### config.mk
export PLATFORM = sky130hd
export DESIGN_NAME = mrg_rank_top
export DESIGN_NICKNAME = d
export VERILOG_FILES = /design/src/rtl/mrg_pkg.sv /design/src/rtl/mrg_ctrl.sv /design/src/rtl/mrg_lane.sv /design/src/rtl/mrg_rank_top.sv
export SDC_FILE = /design/constraint.sdc
export NUM_CORES = 1
export LEC_CHECK = 0
export BUFFER_PORTS_ARGS = -buffer_cell sky130_fd_sc_hd__clkbuf_2
export CORE_MARGIN = 2
export CORE_UTILIZATION = 25
export CTS_CLUSTER_SIZE = 40
export DETAILED_ROUTE_END_ITERATION = 7
export SLEW_MARGIN = 15
export SYNTH_ARGS = -nofsm -noshare
export SYNTH_HDL_FRONTEND = slang
export SYNTH_SLANG_ARGS = --single-unit
### constraint.sdc
create_clock -name clk -period 5.05 [get_ports clk]
set_input_delay 0 -clock clk [delete_from_list [all_inputs] [get_ports clk]]
set_output_delay 0 -clock clk [all_outputs]
set_load 0.1 [all_outputs]
### src/rtl/mrg_pkg.sv
package mrg_pkg;

    typedef enum logic [1:0] {
        ST_IDLE   = 2'd0,
        ST_SEARCH = 2'd1,
        ST_WRITE  = 2'd2
    } mrg_state_e;

    // rank bits needed to express 0..half inclusive
    function automatic int rank_bits(input int half);
        return $clog2(half) + 1;
    endfunction

endpackage

### src/rtl/mrg_ctrl.sv
module mrg_ctrl
    import mrg_pkg::*;
#(
    parameter int CW = 3
) (
    input  logic          clk,
    input  logic          rst,
    input  logic          start,
    output logic          load,
    output logic          step_en,
    output logic [CW-1:0] probe_mask,
    output logic          write_en,
    output logic          done
);
    localparam int BW = (CW > 1) ? $clog2(CW) : 1;

    mrg_state_e    state_q;
    logic [BW-1:0] bitpos_q;

    assign load       = (state_q == ST_IDLE) && start;
    assign step_en    = (state_q == ST_SEARCH);
    assign write_en   = (state_q == ST_WRITE);
    assign probe_mask = CW'(1) << bitpos_q;

    always_ff @(posedge clk) begin
        if (rst) begin
            state_q  <= ST_IDLE;
            bitpos_q <= '0;
            done     <= 1'b0;
        end else begin
            done <= write_en;
            unique case (state_q)
                ST_IDLE: begin
                    if (start) begin
                        state_q  <= ST_SEARCH;
                        bitpos_q <= BW'(CW - 1);
                    end
                end
                ST_SEARCH: begin
                    if (bitpos_q == '0) state_q <= ST_WRITE;
                    else                bitpos_q <= bitpos_q - 1'b1;
                end
                ST_WRITE: state_q <= ST_IDLE;
                default:  state_q <= ST_IDLE;
            endcase
        end
    end


    done_pulse_chk: assert property (@(posedge clk) disable iff (rst)
        done |=> !done);


    done_after_write_chk: assert property (@(posedge clk) disable iff (rst)
        $rose(done) |-> $past(state_q) == ST_WRITE);


    busy_start_ignored_chk: assert property (@(posedge clk) disable iff (rst)
        (state_q == ST_SEARCH && bitpos_q != '0) |=> state_q == ST_SEARCH);

endmodule

### src/rtl/mrg_lane.sv
module mrg_lane #(
    parameter int KEY_W  = 8,
    parameter int HALF   = 4,
    parameter int CW     = 3,
    parameter bit SECOND = 1'b0
) (
    input  logic                   clk,
    input  logic                   rst,
    input  logic                   load,
    input  logic                   step_en,
    input  logic [CW-1:0]          probe_mask,
    input  logic [KEY_W-1:0]       own_key,
    input  logic [HALF*KEY_W-1:0]  opp_keys,
    output logic [CW-1:0]          rank_q
);
    localparam int IW = $clog2(HALF);

    logic [CW-1:0]    cand;
    logic [IW-1:0]    idx;
    logic [KEY_W-1:0] opp_key;
    logic             in_range;
    logic             passes;

    always_comb begin
        cand     = rank_q | probe_mask;
        idx      = IW'(cand - 1'b1);
        in_range = (cand <= CW'(HALF)) && (cand != '0);
        opp_key  = opp_keys[idx*KEY_W +: KEY_W];
        // ties: first-list lanes count equal keys, second-list lanes do not
        passes   = SECOND ? (opp_key < own_key) : (opp_key <= own_key);
    end

    always_ff @(posedge clk) begin
        if (rst || load) begin
            rank_q <= '0;
        end else if (step_en && in_range && passes) begin
            rank_q <= cand;
        end
    end


    rank_bound_chk: assert property (@(posedge clk) disable iff (rst)
        rank_q <= CW'(HALF));


    rank_monotone_chk: assert property (@(posedge clk) disable iff (rst)
        (!load && step_en) |=> rank_q >= $past(rank_q));

endmodule

### src/rtl/mrg_rank_top.sv
module mrg_rank_top
    import mrg_pkg::*;
#(
    parameter int KEY_W = 8,
    parameter int N     = 8
) (
    input  logic                    clk,
    input  logic                    rst,
    input  logic                    start,
    input  logic [N/2*KEY_W-1:0]    list_a,
    input  logic [N/2*KEY_W-1:0]    list_b,
    output logic [N*KEY_W-1:0]      merged,
    output logic                    done
);
    localparam int HALF = N / 2;
    localparam int CW   = rank_bits(HALF);
    localparam int PW   = $clog2(N);

    logic                   load, step_en, write_en;
    logic [CW-1:0]          probe_mask;
    logic [HALF*KEY_W-1:0]  a_q, b_q;
    logic [CW-1:0]          rank_a [HALF];
    logic [CW-1:0]          rank_b [HALF];
    logic [PW-1:0]          pos_a  [HALF];
    logic [PW-1:0]          pos_b  [HALF];
    logic [N-1:0]           occ;

    mrg_ctrl #(.CW(CW)) u_ctrl (
        .clk        (clk),
        .rst        (rst),
        .start      (start),
        .load       (load),
        .step_en    (step_en),
        .probe_mask (probe_mask),
        .write_en   (write_en),
        .done       (done)
    );

    always_ff @(posedge clk) begin
        if (rst) begin
            a_q <= '0;
            b_q <= '0;
        end else if (load) begin
            a_q <= list_a;
            b_q <= list_b;
        end
    end

    for (genvar i = 0; i < HALF; i++) begin : g_lane
        mrg_lane #(.KEY_W(KEY_W), .HALF(HALF), .CW(CW), .SECOND(1'b0)) u_a (
            .clk        (clk),
            .rst        (rst),
            .load       (load),
            .step_en    (step_en),
            .probe_mask (probe_mask),
            .own_key    (a_q[i*KEY_W +: KEY_W]),
            .opp_keys   (b_q),
            .rank_q     (rank_a[i])
        );
        mrg_lane #(.KEY_W(KEY_W), .HALF(HALF), .CW(CW), .SECOND(1'b1)) u_b (
            .clk        (clk),
            .rst        (rst),
            .load       (load),
            .step_en    (step_en),
            .probe_mask (probe_mask),
            .own_key    (b_q[i*KEY_W +: KEY_W]),
            .opp_keys   (a_q),
            .rank_q     (rank_b[i])
        );
        assign pos_a[i] = PW'(i) + PW'(rank_a[i]);
        assign pos_b[i] = PW'(i) + PW'(rank_b[i]);
    end

    always_ff @(posedge clk) begin
        if (rst) begin
            merged <= '0;
        end else if (write_en) begin
            for (int i = 0; i < HALF; i++) begin
                merged[pos_a[i]*KEY_W +: KEY_W] <= a_q[i*KEY_W +: KEY_W];
                merged[pos_b[i]*KEY_W +: KEY_W] <= b_q[i*KEY_W +: KEY_W];
            end
        end
    end

    always_comb begin
        occ = '0;
        for (int i = 0; i < HALF; i++) begin
            occ[pos_a[i]] = 1'b1;
            occ[pos_b[i]] = 1'b1;
        end
    end


    pos_unique_chk: assert property (@(posedge clk) disable iff (rst)
        write_en |-> $countones(occ) == N);


    merged_hold_chk: assert property (@(posedge clk) disable iff (rst)
        !write_en |=> $stable(merged));

endmodule

==> results of run 1 <==
placed cells by master, fill, tap and decap left out, drive strengths merged, types with 19 or more instances in the layout:
master | netlist | routed
and3 | 30 | 30
mux4 | 64 | 64
a311oi | 52 | 52
nor2 | 181 | 181
nor2b | 29 | 29
a31oi | 39 | 39
a221oi | 27 | 27
ha | 113 | 113
dfxtp | 157 | 157
a21o | 20 | 20
dlygate4sd3 | 0 | 64
o21ai | 106 | 106
o211ai | 29 | 29
nand2 | 335 | 335
nand3 | 100 | 100
nand2b | 23 | 23
a21oi | 194 | 194
inv | 93 | 101
clkbuf | 153 | 148
nor3 | 51 | 51
nor4 | 19 | 19
nand4 | 32 | 32
buf | 62 | 88
a211oi | 41 | 41
per-layer routing:
layer | vias to the layer above | wire length (microns) | global-route usage
met3 | 381 | 13140 | 0.09872
met2 | 1590 | 36770 | 0.3593
li1 | 8512 | - | -
met1 | 9393 | 36370 | 0.3474
met4 | 4 | 6936 | 0.1823
met5 | - | 28 | 0.003472
per-stage QoR:
stage	setup slack (ps)	cell area (sq um)	total power (uW)
2_1_floorplan	1068	16550	2463
3_3_place_gp	1018	18030	3027
6_report	710.5	19290	4475
5_1_grt	526.6	19280	4624
3_5_place_dp	921.2	18030	3030
4_1_cts	880.2	19280	4434
power breakdown:
group	internal, uW	switching (uW)	leakage, uW
Combinational	591	1050	0.00540
Sequential	1290	186	0.00128
Clock	677	681	0.000296
Total	2560	1910	0.00697
state kept, by name, summed over array words and instances (netlist names):
name and cells:
a_q 32, b_q 32, g_lane.u_a.rank_q 12, g_lane.u_b.rank_q 12
merged 64, u_ctrl.bitpos_q 2, u_ctrl.done 1, u_ctrl.state_q 2
tightest hold or removal path: cells and delay by family:
kind                   cells  cell delay (ps)
buffers and inverters      2              440
AO/OA/AOI/OAI              1              170
logic make-up after synthesis:
| kind of cell | after synthesis | synth area share |
|---|---|---|
| AO/OA/AOI/OAI | 664 | 0.2756 |
| XOR/XNOR | 12 | 0.007711 |
| adder cells (fa/ha/maj) | 113 | 0.08542 |
| buffers and inverters | 308 | 0.07680 |
| flip-flops | 157 | 0.1899 |
| multiplexers | 73 | 0.09615 |
| AND/OR/NAND/NOR | 898 | 0.2684 |
final cells by class:
class	instances	area [sq um]	area share
Inverter	93	349.1	0.01809
Sequential cell	157	3143	0.1629
Multi-Input combinational cell	1760	12150	0.6297
Tap cell	864	1081	0.05603
Antenna cell	6	15.01	0.0007782
Clock buffer	18	439.2	0.02276
Timing Repair Buffer	282	1952	0.1012
Clock inverter	14	165.2	0.008560
worst paths after layout:
kind	from	endpoint	slack [ps]
max	g_lane[1].u_a.rank_q[0]	merged[10]	710
min	rst	b_q[12]	150
max reg2reg	g_lane[1].u_a.rank_q[0]	merged[10]	710
min reg2reg	a_q[16]	a_q[16]	460
what timing repair did:
action	4_1_cts	5_1_grt
hold buffers	64	0
endpoints found under the setup margin	0	0
endpoints found under the hold margin	64	0
==> metrics.md, run 1 <==
| Metric | Value |
|---|---|
| Root Buffer | `clkbuf_16` |
| Critical path endpoint category | `register` |
| Pleak | `roughly 0.0070 uW` |
| CTS Buf Count | `17` |
| Hold_ws | `between 150 and 200 ps` |
| Post-Syn Area | `~0.017 sq mm` |
| Total Routing Usage GR | `0.2662` |
| Largest net degree at the start of global routing | `67` |
| CP delay by family, top | `simple AND/OR/NAND/NOR gates` |
| CP arrival | `4760 ps` |
| Register area share after synthesis | `0.1899` |
| Area Growth Syn to Fin | `16.57%` |
| Initial Utilization | `0.2522` |
| Slowest cell on crit path | `nor4bb_1` |
| Yosys reg bits | `roughly 160` |
| Max Fclk | `around 230 MHz` |
| Routed WL | `93250 microns` |
| Register-to-Register Path Depth | `9` |
| Gates resized, CTS repair | `0` |
| Tmin final | `around 4300 ps` |
| CP required | `5470 ps` |
| Startpoint types | `register` |
| Fraction of registers with async set/reset | `0` |
| RSZ-0062 raised after global routing | `no` |
| Headroom to the max-slew limit | `0.1030` |
| Site row count | `between 90 and 100` |
| Postcts setup bufs | `0` |
| Clock Sinks | `between 150 and 200` |
| Latest clock arrival within the worst-skew pair | `roughly 520 ps` |
| Io pins | `~130` |
| Pwr Density | `between 200 and 250 mW/mm^2` |
| Post-Synthesis Net Count | `~2400` |
| Top_reg_cell synth | `dfxtp_1` |
| DIE AREA | `~0.068 sq mm` |
| Fin nets | `roughly 2500` |
| Hold Violations, Final | `0` |
| CTS H-Tree Depth | `4` |
| Placed cells | `between 3000 and 4000` |
| Crit-path most repeated cell | `ha_1` |
| Hpwl dp | `around 67000 microns` |
| Final setup violation count | `0` |
| Post-DR vias/cell | `just over 6` |
| Syn_area_per_cell | `7.439 sq um` |
| Hold Path Cell Cnt | `3` |
| Crit path cell chain | `ha_1 > xor2_2 > inv_2 > ha_1 > nor4bb_1 > a221oi_1 > nor4b_1 > o21ai_0 > a311oi_1` |
| DR vias | `between 15000 and 20000` |
| CTS tree | `yes` |
| First-pass DRT Iterations | `6` |
| Ranking of synthesized cells by area | `dfxtp_1, ha_1, nand2_1` |
| Routed len/inst | `roughly 29 microns` |
| Die Span Y | `261.3 microns` |
| Maximum root-to-sink buffer count | `2` |
| Initial antenna violation count | `4` |
| Worst min path class | `input port to register` |
| Cells after Synth | `2225` |
| Vias in the first global route | `17650` |
| Final setup TNS | `0 ps` |
| ANT nets after route | `0` |
| Largest vdd supply drop | `approximately 0.3 mV` |
| Core area | `~0.066 sq mm` |
| Period utilization | `0.8593` |
| Unique masters post-synth | `107` |
| CTS clk-pin slew, worst paths | `~80 ps` |
| FILL cells | `7206` |
| Crit path kind | `register to register` |
| Yosys warns | `0` |
| Post-route DRC | `0` |
| Max-cap violation count | `0` |
| Total congestion overflow | `0` |
| Crit path largest cell delay | `about 860 ps` |
| Final Core Density | `0.2940` |
| Max-slew violations | `0` |
| First-pass GRT wire length | `about 130000 microns` |
| Yosys top cell area share | `0.1899` |
| Iter 0 DRT Violations | `between 2000 and 3000` |
| Die width | `261.3 microns` |
| Port buffer count | `131` |
| Share of post-route cells with drive strength above 1 | `0.1609` |
| Post-synth EDFFs | `0` |
| Outcome | `completed` |
| Final GP Congestion | `approximately 1.1` |
| WP buf/inv | `1` |
| Non-filler instance count after layout | `3194` |
| Slew @ Worst Pin | `1344 ps` |
| Most frequent cell after synthesis | `nand2_1` |
| Clock Skew | `around 27 ps` |
| Crit-path max FO | `21` |
| Critical Path Stages | `9` |
| Synth area leader | `dfxtp_1` |
| Synth top cells by count | `nand2_1, a21oi_1, nor2_1` |
Note: power is estimated with default switching activity, not from simulation.
==> run 2: changes to the inputs <==
--- a/config.mk
+++ b/config.mk
@@ -10,6 +10,8 @@
 export CORE_UTILIZATION = 25
 export CTS_CLUSTER_SIZE = 40
 export DETAILED_ROUTE_END_ITERATION = 7
+export PLACE_DENSITY = 0.51
+export RECOVER_POWER = 25
 export SLEW_MARGIN = 15
 export SYNTH_ARGS = -nofsm -noshare
 export SYNTH_HDL_FRONTEND = slang
==> run 2 against run 1 <==
Effect of this change: the flow now finishes with violations (design-rule violations); via count increased by 1.6%; design area increased by 0.58%; combinational power increased by 2%; critical path depth increased by 3; clock skew decreased by 11 ps; worst setup slack got worse by 21 ps; routed wire length increased by 9.4%; hold slack improved by 18 ps; critical path type unchanged.
==> metrics.md, run 2 (synthesized netlist as in run 1, its figures left out) <==
| Metric | Value |
|---|---|
| Hold Violations, Final | `0 (unchanged)` |
| Post-route DRC | `5 (was 0)` |
| CP required | `5450 ps (was 5470 ps)` |
| Switch Pwr | `1961 uW (was 1914 uW)` |
| Post-Place Setup Slack | `892.7 ps (was 921.2 ps)` |
| # hold bufs at CTS | `76 (was 64)` |
| Initial Utilization | `0.2522 (unchanged)` |
| Biggest regs | `merged (64), a_q (32), b_q (32) (unchanged)` |
| Worst reg2reg startpoint | `g_lane[3].u_b.rank_q[0] (was g_lane[1].u_a.rank_q[0])` |
| CTS clk-pin slew, worst paths | `80 ps (about the same)` |
| Routed WL | `102000 microns (was 93250 microns)` |
| Critical R2R Capture | `merged[22] (was merged[10])` |
| R2r setup slk | `690 ps (was 710 ps)` |
| Outcome | `finished with violations (was completed)` |
| Hold Path Cell Cnt | `5 (was 3)` |
| Int Pwr | `2599 uW (was 2561 uW)` |
| Critical path endpoint category | `register (unchanged)` |
| WP buf/inv | `3 (was 1)` |
| Post-DR vias/cell | `6.285 (was 6.224)` |
| First-pass GRT wire length | `141100 microns (was 130300 microns)` |
| Max-slew violations | `0 (unchanged)` |
| ANT nets after route | `0 (unchanged)` |
| Logic gate share of total power | `0.368 (was 0.366)` |
| Flop pwr share | `0.327 (was 0.330)` |
| Crit path kind | `register to register (unchanged)` |
| Min-delay src | `start (was rst)` |
| Pleak | `0.006897 uW (was 0.006974 uW)` |
| Tmin final | `4361 ps (was 4339 ps)` |
| Finished layout cell area | `0.01941 sq mm (was 0.01929 sq mm)` |
| Largest net degree at the start of global routing | `93 (was 67)` |
| CP arrival | `4770 ps (was 4760 ps)` |
| Slowest cell on crit path | `dfxtp_1 (was nor4bb_1)` |
| Vias in the first global route | `18830 (was 17650)` |
| Hpwl dp | `74190 microns (was 67280 microns)` |
| Core area | `0.06563 sq mm (unchanged)` |
| Max Fclk | `229.3 MHz (was 230.4 MHz)` |
| Setup ws final | `689.0 ps (was 710.5 ps)` |
| Die Span Y | `261.3 microns (unchanged)` |
| Routed len/inst | `31.73 microns (was 29.20 microns)` |
| Commonest non-fill, non-tap cell in the layout | `nand2_1 (unchanged)` |
| DR vias | `20200 (was 19880)` |
| Postcts setup bufs | `0 (unchanged)` |
| Clk pwr share | `0.305 (was 0.304)` |
| Slew @ Worst Pin | `1310 ps (was 1344 ps)` |
| Final setup TNS | `0 ps (unchanged)` |
| Root Buffer | `clkbuf_16 (unchanged)` |
| Max-cap violation count | `0 (unchanged)` |
| Failing checks | `design-rule violations` |
| Placed Area | `0.01811 sq mm (was 0.01803 sq mm)` |
| Clock Skew | `15.86 ps (was 27.18 ps)` |
| Die width | `261.3 microns (unchanged)` |
| Port buffer count | `131 (unchanged)` |
| Headroom to the max-slew limit | `0.1252 (was 0.1030)` |
| Total congestion overflow | `0 (unchanged)` |
| Area Growth Syn to Fin | `17.24% (was 16.57%)` |
| Crit path cell chain | `inv_1 > ha_1 > xnor2_2 > inv_2 > ha_1 > nand2_1 > a21oi_1 > buf_4 > nor2_1 > a31oi_2 > nor2_1 > a311oi_1 (was ha_1 > xor2_2 > inv_2 > ha_1 > nor4bb_1 > a221oi_1 > nor4b_1 > o21ai_0 > a311oi_1)` |
| Maximum root-to-sink buffer count | `2 (unchanged)` |
| Fin nets | `2512 (was 2491)` |
| Period utilization | `0.8636 (was 0.8593)` |
| DIE AREA | `0.06828 sq mm (unchanged)` |
| Gates resized, CTS repair | `0 (unchanged)` |
| Total Routing Usage GR | `0.2917 (was 0.2662)` |
| Sw Ratio | `0.4300 (was 0.4276)` |
| Largest vdd supply drop | `0.2693 mV (was 0.3009 mV)` |
| CP delay by family, top | `compound AO/OA/AOI/OAI gates (was simple AND/OR/NAND/NOR gates)` |
| Crit-path max FO | `16 (was 21)` |
| FILL cells | `7205 (was 7206)` |
| Site row count | `94 (unchanged)` |
| First-pass DRT Iterations | `8 (was 6)` |
| Max reg flops | `64 (unchanged)` |
| Most frequent cells in the layout | `nand2_1, a21oi_1, nor2_1 (unchanged)` |
| Startpoint types | `register (unchanged)` |
| Io pins | `132 (unchanged)` |
| Share of post-route cells with drive strength above 1 | `0.1403 (was 0.1609)` |
| Register-to-Register Path Depth | `12 (was 9)` |
| Final GP Congestion | `1.079 (was 1.091)` |
| Hold endpoint | `g_lane[1].u_a.rank_q[2] (was b_q[12])` |
| Pwr Density | `235.0 mW/mm^2 (was 231.9 mW/mm^2)` |
| CTS H-Tree Depth | `4 (unchanged)` |
| Crit path largest cell delay | `770 ps (was 860 ps)` |
| Initial antenna violation count | `5 (was 4)` |
| Largest Register | `merged (unchanged)` |
| Final setup violation count | `0 (unchanged)` |
| Clock Sinks | `157 (unchanged)` |
| CTS tree | `yes (unchanged)` |
| Iter 0 DRT Violations | `2932 (was 2835)` |
| CTS Buf Count | `17 (unchanged)` |
| Latest clock arrival within the worst-skew pair | `510 ps (was 520 ps)` |
| RSZ-0062 raised after global routing | `no (unchanged)` |
| Worst min path class | `input port to register (unchanged)` |
[run 2: cell type report]
class	count	area, sq um	share of cell area
Multi-Input combinational cell	1760	12160	0.6264
Sequential cell	157	3143	0.1620
Timing Repair Buffer	303	2071	0.1067
Tap cell	864	1081	0.05571
Clock buffer	17	425.4	0.02192
Inverter	93	349.1	0.01799
Clock inverter	15	168.9	0.008704
Antenna cell	5	12.51	0.0006447
[run 2: worst reg2reg max path: cells and delay by family, from the launching register on]
kind	cells	cell delay, ps
compound gates	3	1070
fa+ha+maj	2	1040
flops	1	770
buf+inv	3	690
simple gates	3	370
xor+xnor	1	320
[run 2: power by group through the flow]
stage | sequential, uW | combinational [uW] | clock, uW
after CTS | 1470 | 1630 | 1430
after global routing | 1480 | 1770 | 1460
final | 1490 | 1680 | 1390
after floorplan | 1450 | 1010 | 0
after global placement | 1500 | 1550 | 0
after detailed placement | 1500 | 1570 | 0
[run 2: worst max path at each step]
| stage | start | to | cells after the start |
|---|---|---|---|
| global placement | g_lane[3].u_b.rank_q[0] | merged[50] | 12 |
| global route | g_lane[3].u_b.rank_q[0] | merged[22] | 12 |
| finish | g_lane[3].u_b.rank_q[0] | merged[22] | 12 |
| floorplan | u_ctrl.bitpos_q[0] | g_lane[2].u_a.rank_q[0] | 15 |
| detailed placement | g_lane[3].u_b.rank_q[0] | merged[18] | 12 |
| CTS | g_lane[3].u_b.rank_q[0] | merged[51] | 12 |
[run 2: per-stage QoR]
stage,power [uW],hold WS [ps],instances,util
5_1_grt,4709,203.1,3209,0.2955
3_3_place_gp,3051,225.7,3101,0.2759
3_5_place_dp,3075,230.1,3101,0.2759
4_1_cts,4529,134.1,3209,0.2966
6_report,4560,169.3,3214,0.2957
2_1_floorplan,2463,136.0,2225,-
[run 2: layer usage]
metal / up-vias / global-route usage / share of wire
li1: 8544 / - / -
met1: 9683 / 0.3733 / 0.39
met2: 1545 / 0.4248 / 0.41
met3: 424 / 0.08140 / 0.12
met4: 4 / 0.1981 / 0.081
met5: - / 0 / 0.00028
